File: config.mk
export PLATFORM = sky130hd
export DESIGN_NAME = pg_seq
export DESIGN_NICKNAME = d
export VERILOG_FILES = /design/src/rtl/pg_seq_pkg.sv /design/src/rtl/pg_seq_dp.sv /design/src/rtl/pg_seq_ctrl.sv /design/src/rtl/pg_seq.sv
export SDC_FILE = /design/constraint.sdc
export NUM_CORES = 1
export LEC_CHECK = 0
export BUFFER_PORTS_ARGS = -buffer_cell sky130_fd_sc_hd__buf_2
export CORE_MARGIN = 2
export CORE_UTILIZATION = 30
export DETAILED_ROUTE_END_ITERATION = 8
export GPL_ROUTABILITY_DRIVEN = 1
export PLACE_DENSITY_LB_ADDON = 0.3
export SYNTH_ARGS = -nofsm -noshare
export SYNTH_HDL_FRONTEND = slang
export SYNTH_HIERARCHICAL = 1
export SYNTH_SLANG_ARGS = --single-unit
File: constraint.sdc
create_clock -name clk -period 2.3 [get_ports clk]
set_clock_uncertainty 0.15 [all_clocks]
set_input_delay 0.345 -clock clk [delete_from_list [all_inputs] [get_ports clk]]
set_output_delay 0.345 -clock clk [all_outputs]
set_load 0.02 [all_outputs]
File: src/rtl/pg_seq_pkg.sv
package pg_seq_pkg;
  localparam logic [4:0] REG_PAGE   = 5'h10;
  localparam logic [4:0] REG_CMD    = 5'h11;
  localparam logic [4:0] REG_DATA0  = 5'h18;
  localparam logic [7:0] PAGE_RESET = 8'hFF;

  typedef enum logic [2:0] {
    TX_NONE, TX_PAGE, TX_DWR, TX_CMD, TX_POLL, TX_DRD
  } txKind_t;

  typedef struct packed {
    txKind_t kind;
    logic    latchReq;
    logic    pageWritten;
    logic    clearIdx;
    logic    incIdx;
    logic    captureWord;
    logic    dropData;
  } seqCtl_t;
endpackage

File: src/rtl/pg_seq_dp.sv
module pg_seq_dp
  import pg_seq_pkg::*;
#(
  parameter logic [4:0] PHY_ADDR = 5'd30,
  parameter int DATA_W = 64,
  parameter int WORD_W = 16,
  parameter int NWORDS = DATA_W / WORD_W,
  parameter int IDX_W  = $clog2(NWORDS)
) (
  input  logic              clk,
  input  logic              rstN,
  input  seqCtl_t           ctl,
  input  logic [7:0]        reqPage,
  input  logic [7:0]        reqReg,
  input  logic [2:0]        reqWidth,
  input  logic              reqWrite,
  input  logic [DATA_W-1:0] reqWData,
  input  logic [WORD_W-1:0] mgmtRData,
  output logic              pageHit,
  output logic              lastWord,
  output logic              latWrite,
  output logic [4:0]        mgmtPhy,
  output logic [4:0]        mgmtRegNum,
  output logic [WORD_W-1:0] mgmtWData,
  output logic [DATA_W-1:0] rData
);
  logic [7:0]        pageQ, regQ, pageCache;
  logic [2:0]        widthQ;
  logic              writeQ;
  logic [DATA_W-1:0] wdataQ;
  logic [IDX_W-1:0]  idx, lastIdx;
  logic [WORD_W-1:0] captWord;

  always_ff @(posedge clk) begin
    if (!rstN) begin
      pageQ <= '0; regQ <= '0; widthQ <= '0; writeQ <= 1'b0; wdataQ <= '0;
      pageCache <= PAGE_RESET; idx <= '0;
    end else begin
      if (ctl.latchReq) begin
        pageQ <= reqPage; regQ <= reqReg; widthQ <= reqWidth;
        writeQ <= reqWrite; wdataQ <= reqWData;
      end
      if (ctl.pageWritten) pageCache <= pageQ;
      if (ctl.latchReq || ctl.clearIdx) idx <= '0;
      else if (ctl.incIdx) idx <= idx + 1'b1;
    end
  end

  always_comb begin
    unique case (widthQ)
      3'd0, 3'd1: lastIdx = IDX_W'(0);
      3'd2:       lastIdx = IDX_W'(1);
      3'd3:       lastIdx = IDX_W'(2);
      default:    lastIdx = IDX_W'(NWORDS - 1);
    endcase
  end

  assign pageHit  = (reqPage == pageCache);
  assign lastWord = (idx == lastIdx);
  assign latWrite = writeQ;
  assign mgmtPhy  = PHY_ADDR;
  assign captWord = (widthQ == 3'd0) ? {{(WORD_W-8){1'b0}}, mgmtRData[7:0]} : mgmtRData;

  always_comb begin
    mgmtRegNum = '0;
    mgmtWData  = '0;
    unique case (ctl.kind)
      TX_PAGE: begin
        mgmtRegNum = REG_PAGE;
        mgmtWData  = {pageQ, 7'b0, 1'b1};
      end
      TX_DWR: begin
        mgmtRegNum = REG_DATA0 + 5'(idx);
        mgmtWData  = wdataQ[idx*WORD_W +: WORD_W];
      end
      TX_CMD: begin
        mgmtRegNum = REG_CMD;
        mgmtWData  = {regQ, 6'b0, ~writeQ, writeQ};
      end
      TX_POLL: mgmtRegNum = REG_CMD;
      TX_DRD:  mgmtRegNum = REG_DATA0 + 5'(idx);
      default: ;
    endcase
  end

  for (genvar g = 0; g < NWORDS; g++) begin : gWord
    always_ff @(posedge clk) begin
      if (!rstN || ctl.latchReq || ctl.dropData)
        rData[g*WORD_W +: WORD_W] <= '0;
      else if (ctl.captureWord && idx == IDX_W'(g))
        rData[g*WORD_W +: WORD_W] <= captWord;
    end
  end

  // a page write is only issued for a page that differs from the cache
  assert_page_skip_R1: assert property (@(posedge clk) disable iff (!rstN)
    (ctl.kind == TX_PAGE) |-> (pageQ != pageCache));
endmodule

File: src/rtl/pg_seq_ctrl.sv
module pg_seq_ctrl
  import pg_seq_pkg::*;
#(
  parameter int POLL_LIMIT = 5,
  parameter int GAP_W      = 8,
  parameter int CNT_W      = $clog2(POLL_LIMIT + 1)
) (
  input  logic             clk,
  input  logic             rstN,
  input  logic             reqValid,
  input  logic             reqWrite,
  input  logic             pageHit,
  input  logic             lastWord,
  input  logic             latWrite,
  input  logic             mgmtDone,
  input  logic             mgmtErr,
  input  logic [1:0]       busyBits,
  input  logic [GAP_W-1:0] pollGap,
  output seqCtl_t          ctl,
  output logic             mgmtReq,
  output logic             mgmtWrite,
  output logic             ready,
  output logic             done,
  output logic             error
);
  typedef enum logic [2:0] {
    S_IDLE, S_PAGE, S_DWR, S_CMD, S_POLL, S_GAP, S_DRD, S_FIN
  } state_t;

  state_t           state, nextState;
  logic [CNT_W-1:0] pollCnt;
  logic [GAP_W-1:0] gapCnt;
  logic             errQ, setErr, pollClr, pollInc, gapLoad;

  always_comb begin
    ctl = '0;
    nextState = state;
    setErr = 1'b0; pollClr = 1'b0; pollInc = 1'b0; gapLoad = 1'b0;
    unique case (state)
      S_PAGE: ctl.kind = TX_PAGE;
      S_DWR:  ctl.kind = TX_DWR;
      S_CMD:  ctl.kind = TX_CMD;
      S_POLL: ctl.kind = TX_POLL;
      S_DRD:  ctl.kind = TX_DRD;
      default: ctl.kind = TX_NONE;
    endcase
    unique case (state)
      S_IDLE: if (reqValid) begin
        ctl.latchReq = 1'b1;
        nextState = !pageHit ? S_PAGE : (reqWrite ? S_DWR : S_CMD);
      end
      S_PAGE: if (mgmtDone) begin
        if (mgmtErr) setErr = 1'b1;
        else begin
          ctl.pageWritten = 1'b1;
          nextState = latWrite ? S_DWR : S_CMD;
        end
      end
      S_DWR: if (mgmtDone) begin
        if (mgmtErr) setErr = 1'b1;
        else if (lastWord) nextState = S_CMD;
        else ctl.incIdx = 1'b1;
      end
      S_CMD: if (mgmtDone) begin
        if (mgmtErr) setErr = 1'b1;
        else begin
          pollClr = 1'b1;
          nextState = S_POLL;
        end
      end
      S_POLL: if (mgmtDone) begin
        if (mgmtErr) setErr = 1'b1;
        else if (busyBits == 2'b00) begin
          if (latWrite) nextState = S_FIN;
          else begin
            ctl.clearIdx = 1'b1;
            nextState = S_DRD;
          end
        end else if (pollCnt == CNT_W'(POLL_LIMIT - 1)) setErr = 1'b1;
        else begin
          pollInc = 1'b1;
          gapLoad = 1'b1;
          nextState = (pollGap == '0) ? S_POLL : S_GAP;
        end
      end
      S_GAP: if (gapCnt <= GAP_W'(1)) nextState = S_POLL;
      S_DRD: if (mgmtDone) begin
        if (mgmtErr) setErr = 1'b1;
        else begin
          ctl.captureWord = 1'b1;
          if (lastWord) nextState = S_FIN;
          else ctl.incIdx = 1'b1;
        end
      end
      S_FIN: nextState = S_IDLE;
      default: nextState = S_IDLE;
    endcase
    if (setErr) begin
      ctl.dropData = 1'b1;
      nextState = S_FIN;
    end
  end

  always_ff @(posedge clk) begin
    if (!rstN) begin
      state <= S_IDLE; pollCnt <= '0; gapCnt <= '0; errQ <= 1'b0;
    end else begin
      state <= nextState;
      if (pollClr) pollCnt <= '0;
      else if (pollInc) pollCnt <= pollCnt + 1'b1;
      if (gapLoad) gapCnt <= pollGap;
      else if (state == S_GAP) gapCnt <= gapCnt - 1'b1;
      if (ctl.latchReq) errQ <= 1'b0;
      else if (setErr) errQ <= 1'b1;
    end
  end

  assign mgmtReq   = (ctl.kind != TX_NONE);
  assign mgmtWrite = (ctl.kind == TX_PAGE) || (ctl.kind == TX_DWR) || (ctl.kind == TX_CMD);
  assign ready     = (state == S_IDLE);
  assign done      = (state == S_FIN);
  assign error     = done && errQ;

  assert_done_pulse_R8: assert property (@(posedge clk) disable iff (!rstN)
    done |=> !done);
  assert_ready_drop_R8: assert property (@(posedge clk) disable iff (!rstN)
    (ready && reqValid) |=> !ready);
  assert_abort_R6: assert property (@(posedge clk) disable iff (!rstN)
    (mgmtReq && mgmtDone && mgmtErr) |=> (!mgmtReq && done && error));
endmodule

File: src/rtl/pg_seq.sv
module pg_seq
  import pg_seq_pkg::*;
#(
  parameter logic [4:0] PHY_ADDR = 5'd30,
  parameter int POLL_LIMIT = 5,
  parameter int GAP_W      = 8
) (
  input  logic             clk,
  input  logic             rstN,
  input  logic             reqValid,
  input  logic [7:0]       reqPage,
  input  logic [7:0]       reqReg,
  input  logic [2:0]       reqWidth,
  input  logic             reqWrite,
  input  logic [63:0]      reqWData,
  input  logic [GAP_W-1:0] pollGap,
  output logic             ready,
  output logic             done,
  output logic             error,
  output logic [63:0]      rData,
  output logic             mgmtReq,
  output logic             mgmtWrite,
  output logic [4:0]       mgmtPhy,
  output logic [4:0]       mgmtRegNum,
  output logic [15:0]      mgmtWData,
  input  logic [15:0]      mgmtRData,
  input  logic             mgmtDone,
  input  logic             mgmtErr
);
  seqCtl_t ctl;
  logic    pageHit, lastWord, latWrite;

  pg_seq_ctrl #(.POLL_LIMIT(POLL_LIMIT), .GAP_W(GAP_W)) i_ctrl (
    .clk(clk), .rstN(rstN), .reqValid(reqValid), .reqWrite(reqWrite),
    .pageHit(pageHit), .lastWord(lastWord), .latWrite(latWrite),
    .mgmtDone(mgmtDone), .mgmtErr(mgmtErr), .busyBits(mgmtRData[1:0]),
    .pollGap(pollGap), .ctl(ctl), .mgmtReq(mgmtReq), .mgmtWrite(mgmtWrite),
    .ready(ready), .done(done), .error(error)
  );

  pg_seq_dp #(.PHY_ADDR(PHY_ADDR)) i_dp (
    .clk(clk), .rstN(rstN), .ctl(ctl), .reqPage(reqPage), .reqReg(reqReg),
    .reqWidth(reqWidth), .reqWrite(reqWrite), .reqWData(reqWData),
    .mgmtRData(mgmtRData), .pageHit(pageHit), .lastWord(lastWord),
    .latWrite(latWrite), .mgmtPhy(mgmtPhy), .mgmtRegNum(mgmtRegNum),
    .mgmtWData(mgmtWData), .rData(rData)
  );

  // checker state: width and direction of the request in flight
  logic [2:0] seenWidth;
  logic       seenWrite;
  always_ff @(posedge clk) begin
    if (!rstN) begin
      seenWidth <= '0; seenWrite <= 1'b0;
    end else if (ready && reqValid) begin
      seenWidth <= reqWidth; seenWrite <= reqWrite;
    end
  end

  assert_hold_R7: assert property (@(posedge clk) disable iff (!rstN)
    (mgmtReq && !mgmtDone) |=> (mgmtReq && $stable(mgmtRegNum) && $stable(mgmtWData)));
  assert_no_data_R5: assert property (@(posedge clk) disable iff (!rstN)
    (done && error) |-> (rData == 64'd0));
  assert_byte_read_R3: assert property (@(posedge clk) disable iff (!rstN)
    (done && !error && !seenWrite && seenWidth == 3'd0) |-> (rData[63:8] == 56'd0));
endmodule

==> flow_metrics.env, run 1 <==
export IMPL_run_status="complete, but fails checks"
export IMPL_violations="setup timing"
export IMPL_finalWeightedCongestion=0.771
export IMPL_die_w_um=165
export IMPL_fillerInstances=2574
export IMPL_grt_ovfl_total=0
export IMPL_num_vias=6528
export IMPL_crit_arrival_ns=2.05
export IMPL_antenna_found_initial=3
export IMPL_dr_first_iter_drc_count=363
export IMPL_crit_required_ns=1.80
export IMPL_yosysSeqAreaShare_pct=44.5
export IMPL_use_met3_pct=6.17
export IMPL_worst_slew_pin_slew_ns=0.489
export IMPL_grt_max_degree=84
export IMPL_cap_violations=0
export IMPL_slew_viol_final=0
export IMPL_clkLatencyLatePin_ns=0.43
export IMPL_via_per_inst=4.73
export IMPL_wl_per_cell_um=16.4
export IMPL_finalPower_mw=9.45
export IMPL_slew_headroom_pct=67.0
export IMPL_start_util_pct=30.7
export IMPL_gr_usage_all_layers_pct=16.4
export IMPL_route_detailed_drc=0
export IMPL_row_count=58
export IMPL_powerDensity_nw_per_um2=924
export IMPL_r2r_slack_ns=0.12
export IMPL_drt_pass1_iterations=4
export IMPL_grt_first_pass_wirelength_um=34500
export IMPL_dieArea_um2=27200
export IMPL_final_core_util_pct=40.4
export IMPL_placed_area_um2=9380
export IMPL_r2r_end="i_dp/rData[46]$_SDFFE_PP0P_"
export IMPL_layout_common_cells="189 x buf_2, 169 x dfxtp_1, 121 x mux2i_1"
export IMPL_setup_viol=17
export IMPL_regArea_um2=3470
export IMPL_htreeDepth=4
export IMPL_wl_um=22600
export IMPL_ioPinCount=208
export IMPL_drive_gt1_share_pct=31.3
export IMPL_hold_depth=3
export IMPL_yosysWarnings=6
export IMPL_rsz0062_at_grt="yes"
export IMPL_ir_worst_vdd_mv=0.421
export IMPL_clk_pin_slew_ns=0.07
export IMPL_hold_path_startpoint="reqWData[10]"
export IMPL_ys_types=55
export IMPL_hold_path_end="i_dp/wdataQ[10]$_SDFFE_PN0P_"
export IMPL_area_delta_synth_final_pct=31.5
export IMPL_start_kind="flop"
export IMPL_placed_cells=1336
export IMPL_netlist_instances=821
export IMPL_async_flop_share_pct=0
export IMPL_cts_path_max_buffers=2
export IMPL_path_max_fanout=7
export IMPL_synth_edf_count=0
export IMPL_critPathKind="flop to output port"
export IMPL_fmax_mhz=392
export IMPL_final_common_cell="buf_2"
export IMPL_grt_busiest_layer="met2"
export IMPL_coreArea_um2=25300
export IMPL_hold_viol_final=0
export IMPL_numClockSinks=173
export IMPL_root_buffer="clkbuf_16"
export IMPL_worstSetupEndpointType="output port"
export IMPL_finalNetCount=1158
export IMPL_syn_area_um2=7780
export IMPL_antenna_left=0
export IMPL_cts_made_buffers=17
export IMPL_dpl_hpwl_um=15900
export IMPL_multi_input_area_um2=4080
export IMPL_final_cells=1379
export IMPL_final_min_period_over_clock_period_pct=111
export IMPL_met2_usage_pct=26.6
export IMPL_grt_pass1_vias=6332
export IMPL_synth_area_per_cell_um2=9.48
export IMPL_n_antenna_cell=0
export IMPL_synth_seq_cells=173
export IMPL_postLayoutCellArea_um2=10200
export IMPL_min_path_type="input pin to flop"
export IMPL_reg2reg_depth=9
export IMPL_met1_usage_pct=20.6
export IMPL_period_needed_ns=2.55
export IMPL_synth_ff_type="dfxtp_1"
export IMPL_reg2reg_from="i_ctrl/state[0]$_SDFFE_PN0P_"
export IMPL_p_leak_nw=4.10
export IMPL_final_setup_worst_slack_ns=-0.248
export IMPL_io_buffers=201
export IMPL_die_y_um=165
export IMPL_cts_tree="yes"
-- critical path: stages (launching register included) --
cell	delay, ns
dfxtp_4	0.37
nor2b_2	0.19
or4b_4	0.61
o22a_1	0.25
o21ai_2	0.07
buf_6	0.13
-- logic make-up after synthesis --
| family | after synthesis | synth area share, % |
|---|---|---|
| XOR/XNOR | 12 | 1.35 |
| AND/OR/NAND/NOR | 290 | 19.2 |
| adder cells (fa/ha/maj) | 8 | 1.29 |
| other | 2 | 0.0965 |
| buffers and inverters | 74 | 4.63 |
| multiplexers | 128 | 17.4 |
| AO/OA/AOI/OAI | 134 | 11.5 |
| flip-flops | 173 | 44.5 |
-- Yosys cell counts, types with 8 or more instances --
cell	n	share of area, %
o21ai_2	8	0.90
buf_1	9	0.43
dfxtp_1	173	45
mux2i_1	122	16
nor3_1	11	0.71
buf_4	13	1.3
buf_2	15	0.96
ha_1	8	1.3
nor2_1	57	2.7
and3_1	8	0.64
xnor2_1	11	1.2
nand2_1	88	4.2
inv_1	9	0.43
a22oi_1	32	3.1
a21oi_1	49	3.2
o22a_1	9	1.0
nor2b_1	87	7.0
clkbuf_1	24	1.2
-- power breakdown --
group | internal (mW) | switching, mW | total (mW)
Clock | 1.62 | 1.29 | 2.91
Combinational | 1.38 | 1.60 | 2.98
Sequential | 3.34 | 0.218 | 3.56
Total | 6.34 | 3.11 | 9.45
-- cell type report --
class                   instances  share of cell area (%)
clock buffers                  17                    4.16
clock inverters                14                    1.54
inverters                      11                   0.428
multi-input cells             579                    39.9
flip-flops and latches        173                    33.9
well taps                     330                    4.04
repair buffers                255                    16.0
-- state kept, by name, indices dropped and copies added (netlist names) --
name            flops
i_dp/rData         64
i_dp/wdataQ        64
i_ctrl/gapCnt       8
i_dp/pageCache      8
i_dp/pageQ          8
i_dp/regQ           8
i_ctrl/pollCnt      3
i_ctrl/state        3
i_dp/widthQ         3
i_dp/idx            2
i_ctrl/errQ         1
i_dp/latWrite       1
-- metal layers --
layer	vias up	wire length (um)
met4	4	221
met2	175	10400
met3	19	1720
li1	3281	-
met5	-	24
met1	3049	10200
-- worst max path at each step --
stage	start	endpoint	slack (ns)	cells past startpoint
floorplan	i_ctrl/state[1]$_SDFFE_PN0P_	i_dp/rData[0]$_SDFFE_PP0P_	-0.01	9
global placement	i_ctrl/state[2]$_SDFFE_PN0P_	mgmtWData[0]	0.09	6
detailed placement	i_ctrl/state[2]$_SDFFE_PN0P_	mgmtWData[8]	0.06	6
CTS	i_ctrl/state[0]$_SDFFE_PN0P_	mgmtWData[0]	-0.32	6
global route	i_ctrl/state[2]$_SDFFE_PN0P_	mgmtWData[8]	-0.33	6
finish	i_ctrl/state[2]$_SDFFE_PN0P_	mgmtWData[8]	-0.25	5
-- repair_timing --
action                                 in CTS  in global routing
endpoints found under the hold margin       6                  0
setup endpoints to repair                  18                 63
cloned                                      1                  1
pin swaps                                  10                  3
hold buffers                                6                  0
resized for setup                          38                  8
setup buffers                               4                  0
-- metrics by stage --
step	setup TNS, ns	setup slack, ns	hold slack (ns)
floorplan	-0.300	-0.0117	0.298
global placement	0	0.0863	0.290
detailed placement	0	0.0591	0.295
CTS	-3.43	-0.318	0.0000546
global route	-4.11	-0.327	0.00542
finish	-2.59	-0.248	0.0196
(Power assumes the default switching activity.)
==> run 2: changes to the inputs <==
--- a/config.mk
+++ b/config.mk
@@ -11,6 +11,7 @@
 export DETAILED_ROUTE_END_ITERATION = 8
 export GPL_ROUTABILITY_DRIVEN = 1
 export PLACE_DENSITY_LB_ADDON = 0.3
+export SETUP_SLACK_MARGIN = 0.2
 export SYNTH_ARGS = -nofsm -noshare
 export SYNTH_HDL_FRONTEND = slang
 export SYNTH_HIERARCHICAL = 1
==> flow_metrics.env, run 2 (same netlist as run 1, synthesis figures left out) <==
export IMPL_final_setup_worst_slack_ns=-0.249
export IMPL_cts_made_buffers=17
export IMPL_critPathKind="flop to output port"
export IMPL_crit_chain="inv_4, mux2i_4, or4b_4, o22a_1, o21ai_4, buf_4"
export IMPL_clkLatencyLatePin_ns=0.43
export IMPL_start_kind="flop"
export IMPL_grt_pass1_vias=6043
export IMPL_crit_required_ns=1.80
export IMPL_final_cells=1387
export IMPL_reg2reg_from="i_ctrl/state[2]$_SDFFE_PN0P_"
export IMPL_num_vias=6653
export IMPL_die_y_um=165
export IMPL_coreArea_um2=25300
export IMPL_cap_violations=0
export IMPL_violations="setup timing"
export IMPL_rsz0062_at_grt="yes"
export IMPL_min_path_type="input pin to flop"
export IMPL_placed_area_um2=9270
export IMPL_hold_ws_ns=0.0160
export IMPL_powerDensity_nw_per_um2=929
export IMPL_finalNetCount=1162
export IMPL_critical_path_slowest_cell="or4b_4"
export IMPL_finalWeightedCongestion=0.824
export IMPL_ioPinCount=208
export IMPL_drive_gt1_share_pct=34.7
export IMPL_grt_max_degree=54
export IMPL_dr_first_iter_drc_count=377
export IMPL_run_status="complete, but fails checks"
export IMPL_area_delta_synth_final_pct=37.3
export IMPL_finalPower_mw=9.92
export IMPL_wl_um=23400
export IMPL_wl_per_cell_um=16.9
export IMPL_ir_worst_vdd_mv=0.610
export IMPL_numClockSinks=173
export IMPL_fmax_mhz=392
export IMPL_postLayoutCellArea_um2=10700
export IMPL_antenna_found_initial=5
export IMPL_htreeDepth=4
export IMPL_cts_tree="yes"
export IMPL_reg_top3="i_dp/rData: 64 flops, i_dp/wdataQ: 64 flops"
export IMPL_worstSetupEndpointType="output port"
export IMPL_slew_headroom_pct=65.9
export IMPL_hold_viol_final=0
export IMPL_row_count=58
export IMPL_crit_arrival_ns=2.05
export IMPL_final_core_util_pct=42.2
export IMPL_antenna_left=0
export IMPL_path_max_fanout=5
export IMPL_slew_viol_final=0
export IMPL_start_util_pct=30.7
export IMPL_worst_slew_pin_slew_ns=0.506
export IMPL_critPathMaxStageDelay_ns=0.55
export IMPL_setup_viol=20
export IMPL_grt_first_pass_wirelength_um=33900
export IMPL_cts_path_max_buffers=2
export IMPL_final_common_cell="buf_2"
export IMPL_period_needed_ns=2.55
export IMPL_root_buffer="clkbuf_16"
export IMPL_cp_num_buf_inv=2
export IMPL_dpl_hpwl_um=15900
export IMPL_route_detailed_drc=0
export IMPL_via_per_inst=4.80
export IMPL_p_leak_nw=4.19
export IMPL_grt_ovfl_total=0
export IMPL_die_w_um=165
export IMPL_drt_pass1_iterations=5
export IMPL_io_buffers=201
export IMPL_placed_cells=1321
export IMPL_dieArea_um2=27200
export IMPL_cp_startpoint="i_ctrl/state[0]$_SDFFE_PN0P_"
export IMPL_clk_pin_slew_ns=0.08
export IMPL_hold_path_startpoint="reqWData[53]"
export IMPL_layout_common_cells="178 x buf_2, 166 x dfxtp_1, 121 x mux2i_1"
export IMPL_critical_path_top_delay_family="simple AND/OR/NAND/NOR gates"
export IMPL_final_min_period_over_clock_period_pct=111
export IMPL_gr_usage_all_layers_pct=16.3
## run 2: final cells by class
| type | instances | area, um2 |
|---|---|---|
| clock inverter | 15 | 169 |
| multi-input combinational | 579 | 4300 |
| timing repair buffer | 259 | 1850 |
| fill | 2455 | 14600 |
| antenna | 3 | 7.51 |
| inverter | 11 | 46.3 |
| clock buffer | 17 | 425 |
| tap | 330 | 413 |
| sequential | 173 | 3480 |
## run 2: worst register-to-register path, cell delays in order, from the launching register on
cell and delay (ns):
dfxtp_4 0.38, buf_12 0.15, nor3_4 0.29, a211oi_2 0.07
o211a_1 0.16, or3b_4 0.50, clkbuf_16 0.22, a21oi_1 0.13
## run 2: path summary, 6_finish.rpt
check                                                     to  slack, ns  cells after the start
worst max register to register   i_dp/rData[53]$_SDFFE_PP0P_       0.19                      7
worst min-delay path            i_dp/wdataQ[53]$_SDFFE_PN0P_       0.02                      3
worst max-delay path                            mgmtWData[0]      -0.25                      6
worst min register to register    i_dp/rData[5]$_SDFFE_PP0P_       0.30                      2
## run 2: metal layers
metal	vias up	track usage, %	share of wire, %
li1	3305	-	-
met1	3134	21.3	45
met2	182	26.4	47
met3	28	5.24	6.9
met4	4	3.44	1.1
met5	-	0	0.12
## run 2: where the power goes
part | switching (mW) | internal [mW] | total (mW)
combinational | 1.79 | 1.66 | 3.44
sequential | 0.236 | 3.35 | 3.58
clock | 1.44 | 1.47 | 2.90
total | 3.46 | 6.47 | 9.92
## run 2: timing repair
| action | CTS | global route |
|---|---|---|
| buffers inserted | 5 | 10 |
| hold buffers | 6 | 0 |
| hold endpoints to repair | 6 | 0 |
| cloned | 3 | 7 |
| setup endpoints to repair | 89 | 97 |
| resized for setup | 48 | 73 |
| pin swaps | 7 | 19 |
## run 2: stage by stage
step / worst slack, ns / setup TNS [ns]
after global placement: 0.117 / 0
after CTS: -0.302 / -3.96
final: -0.249 / -3.03
after global routing: -0.306 / -4.17
after detailed placement: 0.103 / 0
after floorplan: 0.0384 / 0
